`src/rtl/stack_xfer_seq.sv`:
```
module stack_xfer_seq #(
  parameter int DW   = 32,
  parameter int NREG = 16
) (
  input  logic            clk,
  input  logic            rst_n,
  input  logic            cmd_valid,
  output logic            cmd_ready,
  input  logic            cmd_load,
  input  logic [NREG-1:0] cmd_list,
  input  logic [DW-1:0]   cmd_base,
  input  logic            cmd_wb,
  output logic            mem_req,
  output logic            mem_we,
  output logic [DW-1:0]   mem_addr,
  output logic [DW-1:0]   mem_wdata,
  input  logic            mem_ready,
  input  logic [DW-1:0]   mem_rdata,
  output logic [$clog2(NREG)-1:0] xfer_idx,
  output logic            rf_rd_en,
  input  logic [DW-1:0]   rf_rd_data,
  output logic            rf_wr_en,
  output logic [DW-1:0]   rf_wr_data,
  output logic            done,
  output logic            base_wr_en,
  output logic [DW-1:0]   base_wr_val,
  output logic            branch_valid,
  output logic [DW-1:0]   branch_target
);
  localparam int IDXW  = $clog2(NREG);
  localparam int WORDB = DW / 8;
  localparam logic [IDXW-1:0] PC_IDX = IDXW'(NREG - 1);

  logic            busy, ld_q, wb_q, done_q, pc_hit_q;
  logic [NREG-1:0] rem_q;
  logic [DW-1:0]   addr_q, fin_q, pc_q;
  logic [IDXW-1:0] cur;
  logic [DW-1:0]   span;
  logic            last, hs;

  always_comb begin
    cur = '0;
    for (int i = NREG - 1; i >= 0; i--)
      if (rem_q[i]) cur = IDXW'(i);
  end

  always_comb begin
    span = '0;
    for (int i = 0; i < NREG; i++)
      if (cmd_list[i]) span = span + DW'(WORDB);
  end

  assign last = ((rem_q & (rem_q - NREG'(1))) == '0);
  assign hs   = busy && mem_ready;

  always_ff @(posedge clk or negedge rst_n) begin
    if (!rst_n) begin
      busy     <= 1'b0;
      done_q   <= 1'b0;
      ld_q     <= 1'b0;
      wb_q     <= 1'b0;
      pc_hit_q <= 1'b0;
      rem_q    <= '0;
      addr_q   <= '0;
      fin_q    <= '0;
      pc_q     <= '0;
    end else begin
      done_q <= 1'b0;
      if (!busy && cmd_valid) begin
        rem_q    <= cmd_list;
        ld_q     <= cmd_load;
        wb_q     <= cmd_wb && (cmd_list != '0);
        addr_q   <= cmd_load ? cmd_base : cmd_base - span;
        fin_q    <= cmd_load ? cmd_base + span : cmd_base - span;
        pc_hit_q <= 1'b0;
        busy     <= (cmd_list != '0);
        done_q   <= (cmd_list == '0);
      end else if (hs) begin
        rem_q  <= rem_q & ~(NREG'(1) << cur);
        addr_q <= addr_q + DW'(WORDB);
        if (ld_q && cur == PC_IDX) begin
          pc_q     <= mem_rdata;
          pc_hit_q <= 1'b1;
        end
        if (last) begin
          busy   <= 1'b0;
          done_q <= 1'b1;
        end
      end
    end
  end

  assign cmd_ready     = !busy;
  assign mem_req       = busy;
  assign mem_we        = busy && !ld_q;
  assign mem_addr      = addr_q;
  assign mem_wdata     = rf_rd_data;
  assign xfer_idx      = cur;
  assign rf_rd_en      = busy && !ld_q;
  assign rf_wr_en      = hs && ld_q;
  assign rf_wr_data    = mem_rdata;
  assign done          = done_q;
  assign base_wr_en    = done_q && wb_q;
  assign base_wr_val   = fin_q;
  assign branch_valid  = done_q && pc_hit_q;
  assign branch_target = pc_q;

  a_r4_addr_step: assert property (@(posedge clk) disable iff (!rst_n)
    (mem_req && mem_ready && !last) |=> (mem_req && mem_addr == $past(mem_addr) + DW'(WORDB)));

  a_r4_ascending: assert property (@(posedge clk) disable iff (!rst_n)
    (mem_req && mem_ready && !last) |=> (xfer_idx > $past(xfer_idx)));

  a_r5_hold: assert property (@(posedge clk) disable iff (!rst_n)
    (mem_req && !mem_ready) |=> (mem_req && $stable(mem_addr) && $stable(xfer_idx)));

  a_r6_done_after_last: assert property (@(posedge clk) disable iff (!rst_n)
    (mem_req && mem_ready && last) |=> (done && !mem_req));

  a_r8_empty: assert property (@(posedge clk) disable iff (!rst_n)
    (cmd_valid && cmd_ready && cmd_list == '0) |=> (done && !mem_req && !base_wr_en));

  a_r9_branch_with_done: assert property (@(posedge clk) disable iff (!rst_n)
    branch_valid |-> done);
endmodule

```
`config.mk`:
```
export PLATFORM = sky130hd
export DESIGN_NAME = stack_xfer_seq
export DESIGN_NICKNAME = d
export VERILOG_FILES = /design/src/rtl/stack_xfer_seq.sv
export SDC_FILE = /design/constraint.sdc
export NUM_CORES = 1
export LEC_CHECK = 0
export BUFFER_PORTS_ARGS = -buffer_cell sky130_fd_sc_hd__buf_2
export CAP_MARGIN = 0
export CORE_AREA = 2 2 145 147
export CTS_CLUSTER_DIAMETER = 50
export DETAILED_ROUTE_END_ITERATION = 10
export DIE_AREA = 0 0 147 149
export PLACE_DENSITY = 0.77
export SYNTH_ARGS = -nofsm -noshare
export SYNTH_HDL_FRONTEND = slang
export SYNTH_SLANG_ARGS = --single-unit
```
`constraint.sdc`:
```
create_clock -name clk -period 4.7 [get_ports clk]
set_input_delay 0.47 -clock clk [delete_from_list [all_inputs] [get_ports clk]]
set_output_delay 0.47 -clock clk [all_outputs]
set_load 0.01 [all_outputs]
```
==> summary.md, run 1 <==
| Metric | Value |
|---|---|
| Status | `complete, but fails checks` |
| Violations in the final reports | `setup timing` |
| Lkg Pwr | `between 0.006 and 0.007 uW` |
| Capture point of the critical path | `base_wr_val[30]` |
| Drt drc | `0` |
| Antenna violations before repair | `0` |
| Synth-to-Final Area Change | `43.4%` |
| Starting DRC count in detailed routing | `894` |
| Setup repair after global routing missed its margin | `true` |
| Skew final | `11.2 ps` |
| Required arrival time at the worst endpoint | `between 5000 and 6000 ps` |
| Aggregate global-route resource usage | `~30%` |
| Setup WS pre-CTS | `-6310 ps` |
| Most used flip-flop cell after synthesis | `sky130_fd_sc_hd__dfrtp_1` |
| Count of flip-flops with a built-in enable after synthesis | `0` |
| Max Buffers Root-to-Sink | `2` |
| Slowest cell on the critical path | `sky130_fd_sc_hd__or3_4` |
| Maximum capacitance violations | `0` |
| Largest driver fanout on the critical path | `4` |
| Worst min path class | `in2async` |
| Top post-synthesis cells by area | `sky130_fd_sc_hd__dfrtp_1 29%, sky130_fd_sc_hd__ha_1 6.2%, sky130_fd_sc_hd__xnor2_1 5.4%` |
| Critical path capture point type | `flip-flop` |
| Number of levels the H-tree was split into | `4` |
| Count of nets after finishing | `approximately 1,700` |
| Count of placed standard cells in the final layout, fillers left out | `1,845` |
| Share of flip-flops with an asynchronous set or reset after synthesis | `between 90% and 100%` |
| Antenna viol nets, final | `0` |
| I/O pin count | `290` |
| Worst-case reg-to-reg path depth | `13` |
| Number of port buffers | `225` |
| Post-Route Utilization | `approximately 70%` |
| Router iterations before antenna repair | `6` |
| Min Clock Period, post-route | `about 11,000 ps` |
| Overall overflow remaining after global route | `0` |
| Synth unique cells | `84` |
| PnR worst setup slack | `-5800 ps` |
| Power density over the cells | `a little under 800 nW/um^2` |
| Layout cells sized above 1 | `45.0%` |
| Routed wire per std cell | `approximately 20 um` |
| DRT Wirelength | `roughly 36 mm` |
| Maximum number of pins on one net before global-route repair | `63` |
| Slew at the pin closest to its max-slew limit | `931 ps` |
| Total via count after detailed routing | `about 11,000` |
| Clock tree from TritonCTS | `yes` |
| CP Launch Point | `cmd_list[0]` |
| Post-DR vias/cell | `slightly below 6` |
| Placed cell count | `approximately 1,800` |
| Post-CTS clock slew at the launch and capture registers of the worst setup and hold paths | `about 70 ps` |
| Die Outline Area | `~22,000 um^2` |
| Wire length of the first global-routing pass | `52.7 mm` |
| Hold Fails Final Rpt | `0` |
| Master cell of the clock root buffer | `sky130_fd_sc_hd__clkbuf_16` |
| Data arrival time at the worst-slack endpoint | `roughly 11,000 ps` |
| Endpoint of the worst-slack reg-to-reg timing path | `mem_addr[28]` |
| Chip width | `147 um` |
| Fraction of post-synthesis cell area in the top cell type by area | `between 20 and 30%` |
| HPWL after detailed placement | `between 20 and 25 mm` |
| Number of flip-flops and latches in the synthesized netlist | `117` |
| Yosys top cell by area | `sky130_fd_sc_hd__dfrtp_1` |
| Number of setup violations in the final report | `between 50 and 60` |
| Final Max Slew Viols | `0` |
| Sequential share of the synthesized area | `29.1%` |
| Clk_lat worst skew | `between 400 and 500 ps` |
| Cell area after synthesis | `slightly above 10,000 um^2` |
| Cell repeated most along the worst path | `sky130_fd_sc_hd__ha_4` |
| Ratio of final minimum period to clock period | `223%` |
| FMAX | `approximately 95 MHz` |
| Mean instance size in the synthesized netlist | `~8.4 um^2` |
| Number of standard cells after synthesis | `roughly 1,200` |
| Startpoint type of the worst setup path | `primary input` |
| Number of antenna repair diodes | `0` |
| Placement Rows | `between 50 and 60` |
| Maximum cell stage delay along the critical path | `~400 ps` |
| Via count of the first global-routing pass | `just over 10,000` |
| Reg-to-reg critical path startpoint | `mem_addr[5]` |
| Setup Crit Path Kind | `in2reg` |
| YS warnings | `0` |
| Max-Slew Margin vs Limit | `around 37%` |
| Clock Sinks | `117` |
| Post-cts hold buffer count | `0` |
| Slack of the worst reg-to-reg path | `1480 ps` |
| Max rail drop VDD | `0.941 mV` |
| Number of clock buffers inserted by TritonCTS | `17` |
| Weighted congestion at the end of routability-driven global placement | `a little over 0.9` |
| Die extent in y | `between 100 and 150 um` |
| Effective utilization at floorplan | `about 49%` |
| Core ar. | `20,600 um^2` |
==> logic make-up after synthesis <==
family                   synth area share, %
other                                 0.0746
multiplexers                            5.36
XOR/XNOR                                10.4
buffers and inverters                   8.74
AO/OA/AOI/OAI                           20.0
adder cells (fa/ha/maj)                 7.01
AND/OR/NAND/NOR                         19.3
flip-flops                              29.1
==> timing repair <==
| action | in CTS | in global routing |
|---|---|---|
| resized for setup | 112 | 101 |
| endpoints found under the setup margin | 58 | 59 |
| pin swaps | 87 | 85 |
| buffers inserted | 55 | 31 |
==> metrics by stage <==
step                TNS, ps  hold WS [ps]  instance area [um^2]  power, uW
CTS                 -288740          42.0                 13800      10100
floorplan           -298830           174                 10500       5650
global placement    -317710           452                 12400       7840
global route        -324090          49.0                 14400      11800
detailed placement  -334980           461                 12400       8000
finish              -304920          19.9                 14400      11200
==> layer usage <==
| layer | track usage [%] | routed length [um] |
|---|---|---|
| met3 | 5.44 | 2700 |
| met4 | 12.6 | 1720 |
| met2 | 52.6 | 17900 |
| met5 | 0 | 0 |
| met1 | 36.4 | 14200 |
==> synth_stat cells (all sizes together), types with 14 or more instances <==
master    n
a22o     14
a21oi    78
nand3    27
buf      72
xor2     25
nor2     80
ha       50
o21ai    90
inv      44
xnor2    68
or3      16
and3     20
and2     14
dfrtp   117
clkbuf   51
nand2   141
mux2     36
nor3     34
a211oi   15
==> sequential cells by signal, summed over array words and instances, names as in the netlist <==
signal,cells
done,1
rem_q,16
wb_q,1
base_wr_val,32
pc_hit_q,1
ld_q,1
mem_req,1
branch_target,32
mem_addr,32
==> area by class of cell <==
class	count	area, um^2
clock buffer	18	439
clock inverter	14	144
tap	275	344
multi-input combinational	935	7520
inverter	44	190
fill	1476	6120
timing repair buffer	442	2870
sequential	117	2930
==> critical path, delay by kind of cell <==
family                     cells  cell delay (ps)
and+or+nand+nor               14             1840
buffers and inverters         13             1470
xor gates and xnor gates       2              430
adders and majority gates     12             3050
muxes                          2              380
AOI/OAI and AO/OA             22             3250
==> layout by cell type, fill, tap and decap left out, drive strengths merged, types with 14 or more instances in the layout <==
cell,synthesis,final
a211oi,15,15
mux2,36,36
and3,20,20
nand2,141,141
a22o,14,14
or3,16,16
ha,50,50
xnor2,68,68
inv,44,49
o21ai,90,90
nor3,34,34
xor2,25,25
buf,72,442
clkbuf,51,18
nor2,80,80
nand3,27,27
dfrtp,117,117
conb,2,19
and2,14,14
a21oi,78,78
==> power breakdown <==
part,internal (uW),total (uW),switching (uW)
combinational,3910,7980,4070
clock,755,1300,543
sequential,1470,1910,439
==> worst min-delay path by stage <==
stage                               start                end  slack, ps  cells after the start
after floorplan                     rst_n     base_wr_val[0]        170                      0
after global placement     base_wr_val[1]     base_wr_val[1]        450                      2
after detailed placement  base_wr_val[21]    base_wr_val[21]        460                      2
after CTS                           rst_n    base_wr_val[23]         40                      1
after global routing                rst_n  branch_target[10]         50                      1
final                               rst_n    base_wr_val[23]         20                      1
Power figures use the tool's default switching activity.
==> run 2, diff against run 1 <==
Settings changed: REMOVE_ABC_BUFFERS set to 1, SETUP_SLACK_MARGIN set to 0.4.
==> run 2 against run 1 <==
Net effect: the run still ends with setup timing left; highest routed layer unchanged; critical path depth fell by 4; global-route usage up 0.37 points; hold slack better by 200 ps; largest cell class unchanged; largest power group unchanged.
==> summary.md, run 2 (synthesis gave the netlist of run 1 again) <==
| Metric | Value |
|---|---|
| Count of nets after finishing | `1,741` |
| Ratio of final minimum period to clock period | `230%` |
| DRT Wirelength | `37.2 mm` |
| Number of setup violations in the final report | `between 50 and 60` |
| Accumulated negative setup slack | `-321,690 ps` |
| Max rail drop VDD | `between 0.6 and 0.7 mV` |
| Synth-to-Final Area Change | `41.6%` |
| Post-CTS clock slew at the launch and capture registers of the worst setup and hold paths | `approximately 60 ps` |
| PnR worst setup slack | `-6130 ps` |
| Violations in the final reports | `setup timing` |
| Starting DRC count in detailed routing | `1,217` |
| Number of buffers and inverters on the critical path | `9` |
| Min Clock Period, post-route | `around 11,000 ps` |
| Setup repair after global routing missed its margin | `true` |
| Hold slack final | `224 ps` |
| Total via count after detailed routing | `11,300` |
| Placement Rows | `53` |
| Lkg Pwr | `between 0.006 and 0.007 uW` |
| Clock Sinks | `117` |
| Layout cells sized above 1 | `a little over two fifths` |
| Slew at the pin closest to its max-slew limit | `about 1000 ps` |
| Clock tree from TritonCTS | `yes` |
| Hold Fails Final Rpt | `0` |
| HPWL after detailed placement | `about 24 mm` |
| Max Buffers Root-to-Sink | `2` |
| Worst min path class | `in2async` |
| Routed wire per std cell | `20.0 um` |
| Family of cells with the greatest summed delay on the critical path | `adder cells` |
| Overall overflow remaining after global route | `0` |
| Master cell of the clock root buffer | `sky130_fd_sc_hd__clkbuf_16` |
| Maximum capacitance violations | `0` |
| Power density over the cells | `between 700 and 800 nW/um^2` |
| Final Total Pwr | `approximately 11,000 uW` |
| Slack of the worst reg-to-reg path | `approximately 1500 ps` |
| Clk_lat worst skew | `between 400 and 500 ps` |
| Weighted congestion at the end of routability-driven global placement | `~0.92` |
| Maximum cell stage delay along the critical path | `roughly 400 ps` |
| Number of port buffers | `225` |
| Aggregate global-route resource usage | `a little over 30%` |
| Number of clock buffers inserted by TritonCTS | `17` |
| Most frequent cells in the layout | `221 x sky130_fd_sc_hd__buf_2, 203 x sky130_fd_sc_hd__buf_4, 135 x sky130_fd_sc_hd__nand2_1` |
| Via count of the first global-routing pass | `10,600` |
| I/O pin count | `290` |
| Chip width | `around 150 um` |
| Drt drc | `0` |
| Startpoint type of the worst setup path | `primary input` |
| Skew final | `around 19 ps` |
| Die extent in y | `~150 um` |
| Router iterations before antenna repair | `9` |
| Die Outline Area | `between 20,000 and 25,000 um^2` |
| Post-DR vias/cell | `~6.1` |
| Slowest cell on the critical path | `sky130_fd_sc_hd__or3_4` |
| Antenna viol nets, final | `0` |
| Leading cell type in the layout, fill and taps excluded | `sky130_fd_sc_hd__buf_2` |
| Wire length of the first global-routing pass | `53.4 mm` |
| Status | `complete, but fails checks` |
| Effective utilization at floorplan | `roughly half` |
| Number of levels the H-tree was split into | `4` |
| Antenna violations before repair | `1` |
| Setup WS pre-CTS | `-7210 ps` |
| Largest driver fanout on the critical path | `4` |
| Required arrival time at the worst endpoint | `5020 ps` |
| Setup Crit Path Kind | `in2reg` |
| Critical path capture point type | `flip-flop` |
| Data arrival time at the worst-slack endpoint | `11,150 ps` |
| Core ar. | `between 20,000 and 25,000 um^2` |
| Final Max Slew Viols | `0` |
| Max-Slew Margin vs Limit | `a little under a third` |
| FMAX | `slightly above 90 MHz` |
| Cell repeated most along the worst path | `sky130_fd_sc_hd__ha_4` |
| Maximum number of pins on one net before global-route repair | `78` |
## run 2: changes by cell type in the layout (fill, tap and decap cells not counted), sizes merged
cell	before	now
buf	442	456
inv	49	47
clkinv	6	8
diode	0	1
## run 2: path summary, 6_finish.rpt
kind / startpoint / to / cells after the start
min in group clk: cmd_base[1] / base_wr_val[1] / 3
worst max register to register: mem_addr[5] / mem_addr[28] / 13
max in group asynchronous: rst_n / rem_q[4] / 2
worst min-delay path: rst_n / branch_target[19] / 1
worst max-delay path: cmd_list[0] / base_wr_val[26] / 61
worst min register to register: base_wr_val[1] / base_wr_val[1] / 2
## run 2: metal layers
layer	routed length, um	global-route usage [%]
met1	14100	37.6
met2	17500	50.2
met3	3570	7.65
met4	2130	13.3
met5	0	1.82
## run 2: final cells by class
type | count | area [um^2]
clock inverters | 14 | 126
clock buffers | 18 | 439
inverters | 44 | 185
flip-flops and latches | 117 | 2930
multi-input cells | 935 | 7230
repair buffers | 456 | 3010
diodes | 1 | 2.50
well taps | 275 | 344
fillers | 1447 | 6300
## run 2: report_power, final
part	internal, uW	switching [uW]	total (uW)	leakage, uW
sequential	1470	436	1900	0.00149
clock	744	521	1260	0.000277
combinational	3960	4070	8030	0.00502
## run 2: what timing repair did
item,in CTS,in global routing
resized for setup,131,102
hold buffers,0,0
pin swaps,75,85
setup buffers,51,27
setup endpoints to repair,60,60
## run 2: worst register-to-register path, delay by kind of cell, from the launching register on
family           cells  cell delay [ps]
AO/OA/AOI/OAI        3              540
AND/OR/NAND/NOR     10             2060
flip-flops           1              500
## run 2: through the flow
stage          std cells  utilization [%]  cell area (um^2)
3_3_place_gp        1749             58.6             12100
5_1_grt             1860             69.4             14300
4_1_cts             1832             66.1             13600
3_5_place_dp        1749             58.6             12100
6_report            1860             69.4             14300
2_1_floorplan       1096                -              9420
==> run 3, diff against run 2 <==
Settings changed: PLACE_DENSITY 0.77 to unset, PLACE_DENSITY_LB_ADDON set to 0.2.
==> run 3 against run 2 <==
Net effect: maximum frequency is 1.9% lower; the run still ends with setup timing left; global-route usage is 4.6 points higher; total power is 16% higher; die area stayed put; utilization is 7.3 points higher; highest routed layer unchanged; non-clock buffer count is 85 higher; final cell count is 4.5% higher; routed wire length is 16% higher; critical path type unchanged; final area is 11% higher.
==> summary.md, run 3 (synthesis gave the netlist of run 1 again) <==
| Metric | Value |
|---|---|
| Clk_lat worst skew | `430 ps` |
| Ratio of final minimum period to clock period | `235%` |
| Clock tree from TritonCTS | `yes` |
| Chip width | `147 um` |
| Max Buffers Root-to-Sink | `2` |
| Post-Route Utilization | `76.7%` |
| Maximum capacitance violations | `0` |
| Via count of the first global-routing pass | `between 10,000 and 15,000` |
| Maximum number of pins on one net before global-route repair | `between 90 and 100` |
| Starting DRC count in detailed routing | `approximately 1,300` |
| Placement Rows | `between 50 and 60` |
| Count of nets after finishing | `between 1,500 and 2,000` |
| Effective utilization at floorplan | `between 40% and 50%` |
| Number of clock buffers inserted by TritonCTS | `17` |
| Die Outline Area | `~22,000 um^2` |
| Power density over the cells | `slightly above 800 nW/um^2` |
| Router iterations before antenna repair | `8` |
| Master cell of the clock root buffer | `sky130_fd_sc_hd__clkbuf_16` |
| Maximum cell stage delay along the critical path | `between 400 and 500 ps` |
| Required arrival time at the worst endpoint | `approximately 5000 ps` |
| Largest driver fanout on the critical path | `6` |
| HPWL after detailed placement | `22.9 mm` |
| Post-DR vias/cell | `between 6 and 7` |
| Routed wire per std cell | `22.1 um` |
| Placed cell count | `between 1,500 and 2,000` |
| Min Clock Period, post-route | `between 10,000 and 15,000 ps` |
| I/O pin count | `290` |
| Most frequent cells in the layout | `222 x sky130_fd_sc_hd__buf_2, 189 x sky130_fd_sc_hd__buf_4, 135 x sky130_fd_sc_hd__nand2_1` |
| Slowest cell on the critical path | `sky130_fd_sc_hd__xnor3_2` |
| Number of setup violations in the final report | `58` |
| Lkg Pwr | `around 0.0074 uW` |
| Layout cells sized above 1 | `approximately 49%` |
| Count of placed standard cells in the final layout, fillers left out | `between 1,500 and 2,000` |
| Max rail drop VDD | `around 1.4 mV` |
| Overall overflow remaining after global route | `0` |
| Core ar. | `between 20,000 and 25,000 um^2` |
| Final Max Slew Viols | `0` |
| Post-CTS clock slew at the launch and capture registers of the worst setup and hold paths | `roughly 60 ps` |
| Setup WS pre-CTS | `-7240 ps` |
| Number of port buffers | `between 200 and 250` |
| DRT Wirelength | `~43 mm` |
| Aggregate global-route resource usage | `34.9%` |
| Startpoint type of the worst setup path | `primary input` |
| PnR worst setup slack | `-6340 ps` |
| Leading cell type in the layout, fill and taps excluded | `sky130_fd_sc_hd__buf_2` |
| Antenna viol nets, final | `0` |
| Setup Crit Path Kind | `in2reg` |
| Data arrival time at the worst-slack endpoint | `11,380 ps` |
| Clock Sinks | `around 120` |
| Die extent in y | `around 150 um` |
| Cell repeated most along the worst path | `sky130_fd_sc_hd__ha_4` |
| Number of antenna repair diodes | `0` |
| Weighted congestion at the end of routability-driven global placement | `just over 0.9` |
| Number of levels the H-tree was split into | `4` |
| Status | `complete, but fails checks` |
| Critical path capture point type | `flip-flop` |
| Hold Fails Final Rpt | `0` |
| FMAX | `slightly above 90 MHz` |
| Drt drc | `0` |
| Max-Slew Margin vs Limit | `around 33%` |
| Antenna violations before repair | `0` |
| Synth-to-Final Area Change | `56.6%` |
| Worst min path class | `in2reg` |
| Slew at the pin closest to its max-slew limit | `1010 ps` |
| Skew final | `16.2 ps` |
| Violations in the final reports | `setup timing` |
| Setup repair after global routing missed its margin | `true` |
| Wire length of the first global-routing pass | `slightly below 60 mm` |
| Total via count after detailed routing | `11,900` |
run 3: worst max-delay path, delay by kind of cell:
family / cells / cell delay (ps)
compound gates: 18 / 2490
buf+inv: 14 / 1580
xor+xnor: 4 / 1050
fa+ha+maj: 12 / 2910
mux: 1 / 200
simple gates: 15 / 2690
run 3: final timing paths:
path | start | to | slack [ps] | cells after the start
max | cmd_list[0] | base_wr_val[20] | -6340 | 64
min | cmd_base[0] | base_wr_val[0] | 250 | 3
max reg2reg | rem_q[7] | branch_target[1] | 1380 | 8
min reg2reg | mem_addr[0] | mem_addr[0] | 470 | 2
max in group asynchronous | rst_n | base_wr_val[20] | 3190 | 3
min in group asynchronous | rst_n | base_wr_val[29] | 430 | 2
run 3: metrics by stage:
stage / hold WS (ps) / total power (uW) / TNS (ps) / cell area (um^2)
floorplan: 174 / 5300 / -364400 / 9420
global placement: 324 / 7680 / -369760 / 12100
detailed placement: 325 / 7760 / -382880 / 12100
CTS: 251 / 10500 / -283610 / 14600
global route: 247 / 13600 / -355010 / 15800
finish: 254 / 13000 / -338280 / 15800
run 3: area by class of cell:
cell class / count / area [um^2]
multi-input cells: 935 / 7670
fillers: 1288 / 4790
repair buffers: 541 / 4040
flip-flops and latches: 117 / 2930
clock buffers: 19 / 453
well taps: 275 / 344
inverters: 44 / 188
clock inverters: 13 / 146
run 3: layer usage:
layer  part of all wire, %  up-vias  global-route usage (%)  wire, um
met3                    10      229                    9.27      4450
met2                    47      906                    57.1     20100
li1                      -     5128                       -         -
met1                    37     5641                    43.1     16000
met4                   5.9        0                    16.5      2540
met5                     0        -                    1.59         0
run 3: power by group:
group,total [uW],internal [uW],switching (uW)
registers,1910,1470,448
logic,9780,5000,4780
clock network,1350,816,529
run 3: what timing repair did:
item,4_1_cts,5_1_grt
gates resized for setup,277,144
pin swaps,105,95
endpoints found under the setup margin,60,60
hold buffers,1,0
setup buffers,102,53
endpoints found under the hold margin,11,0
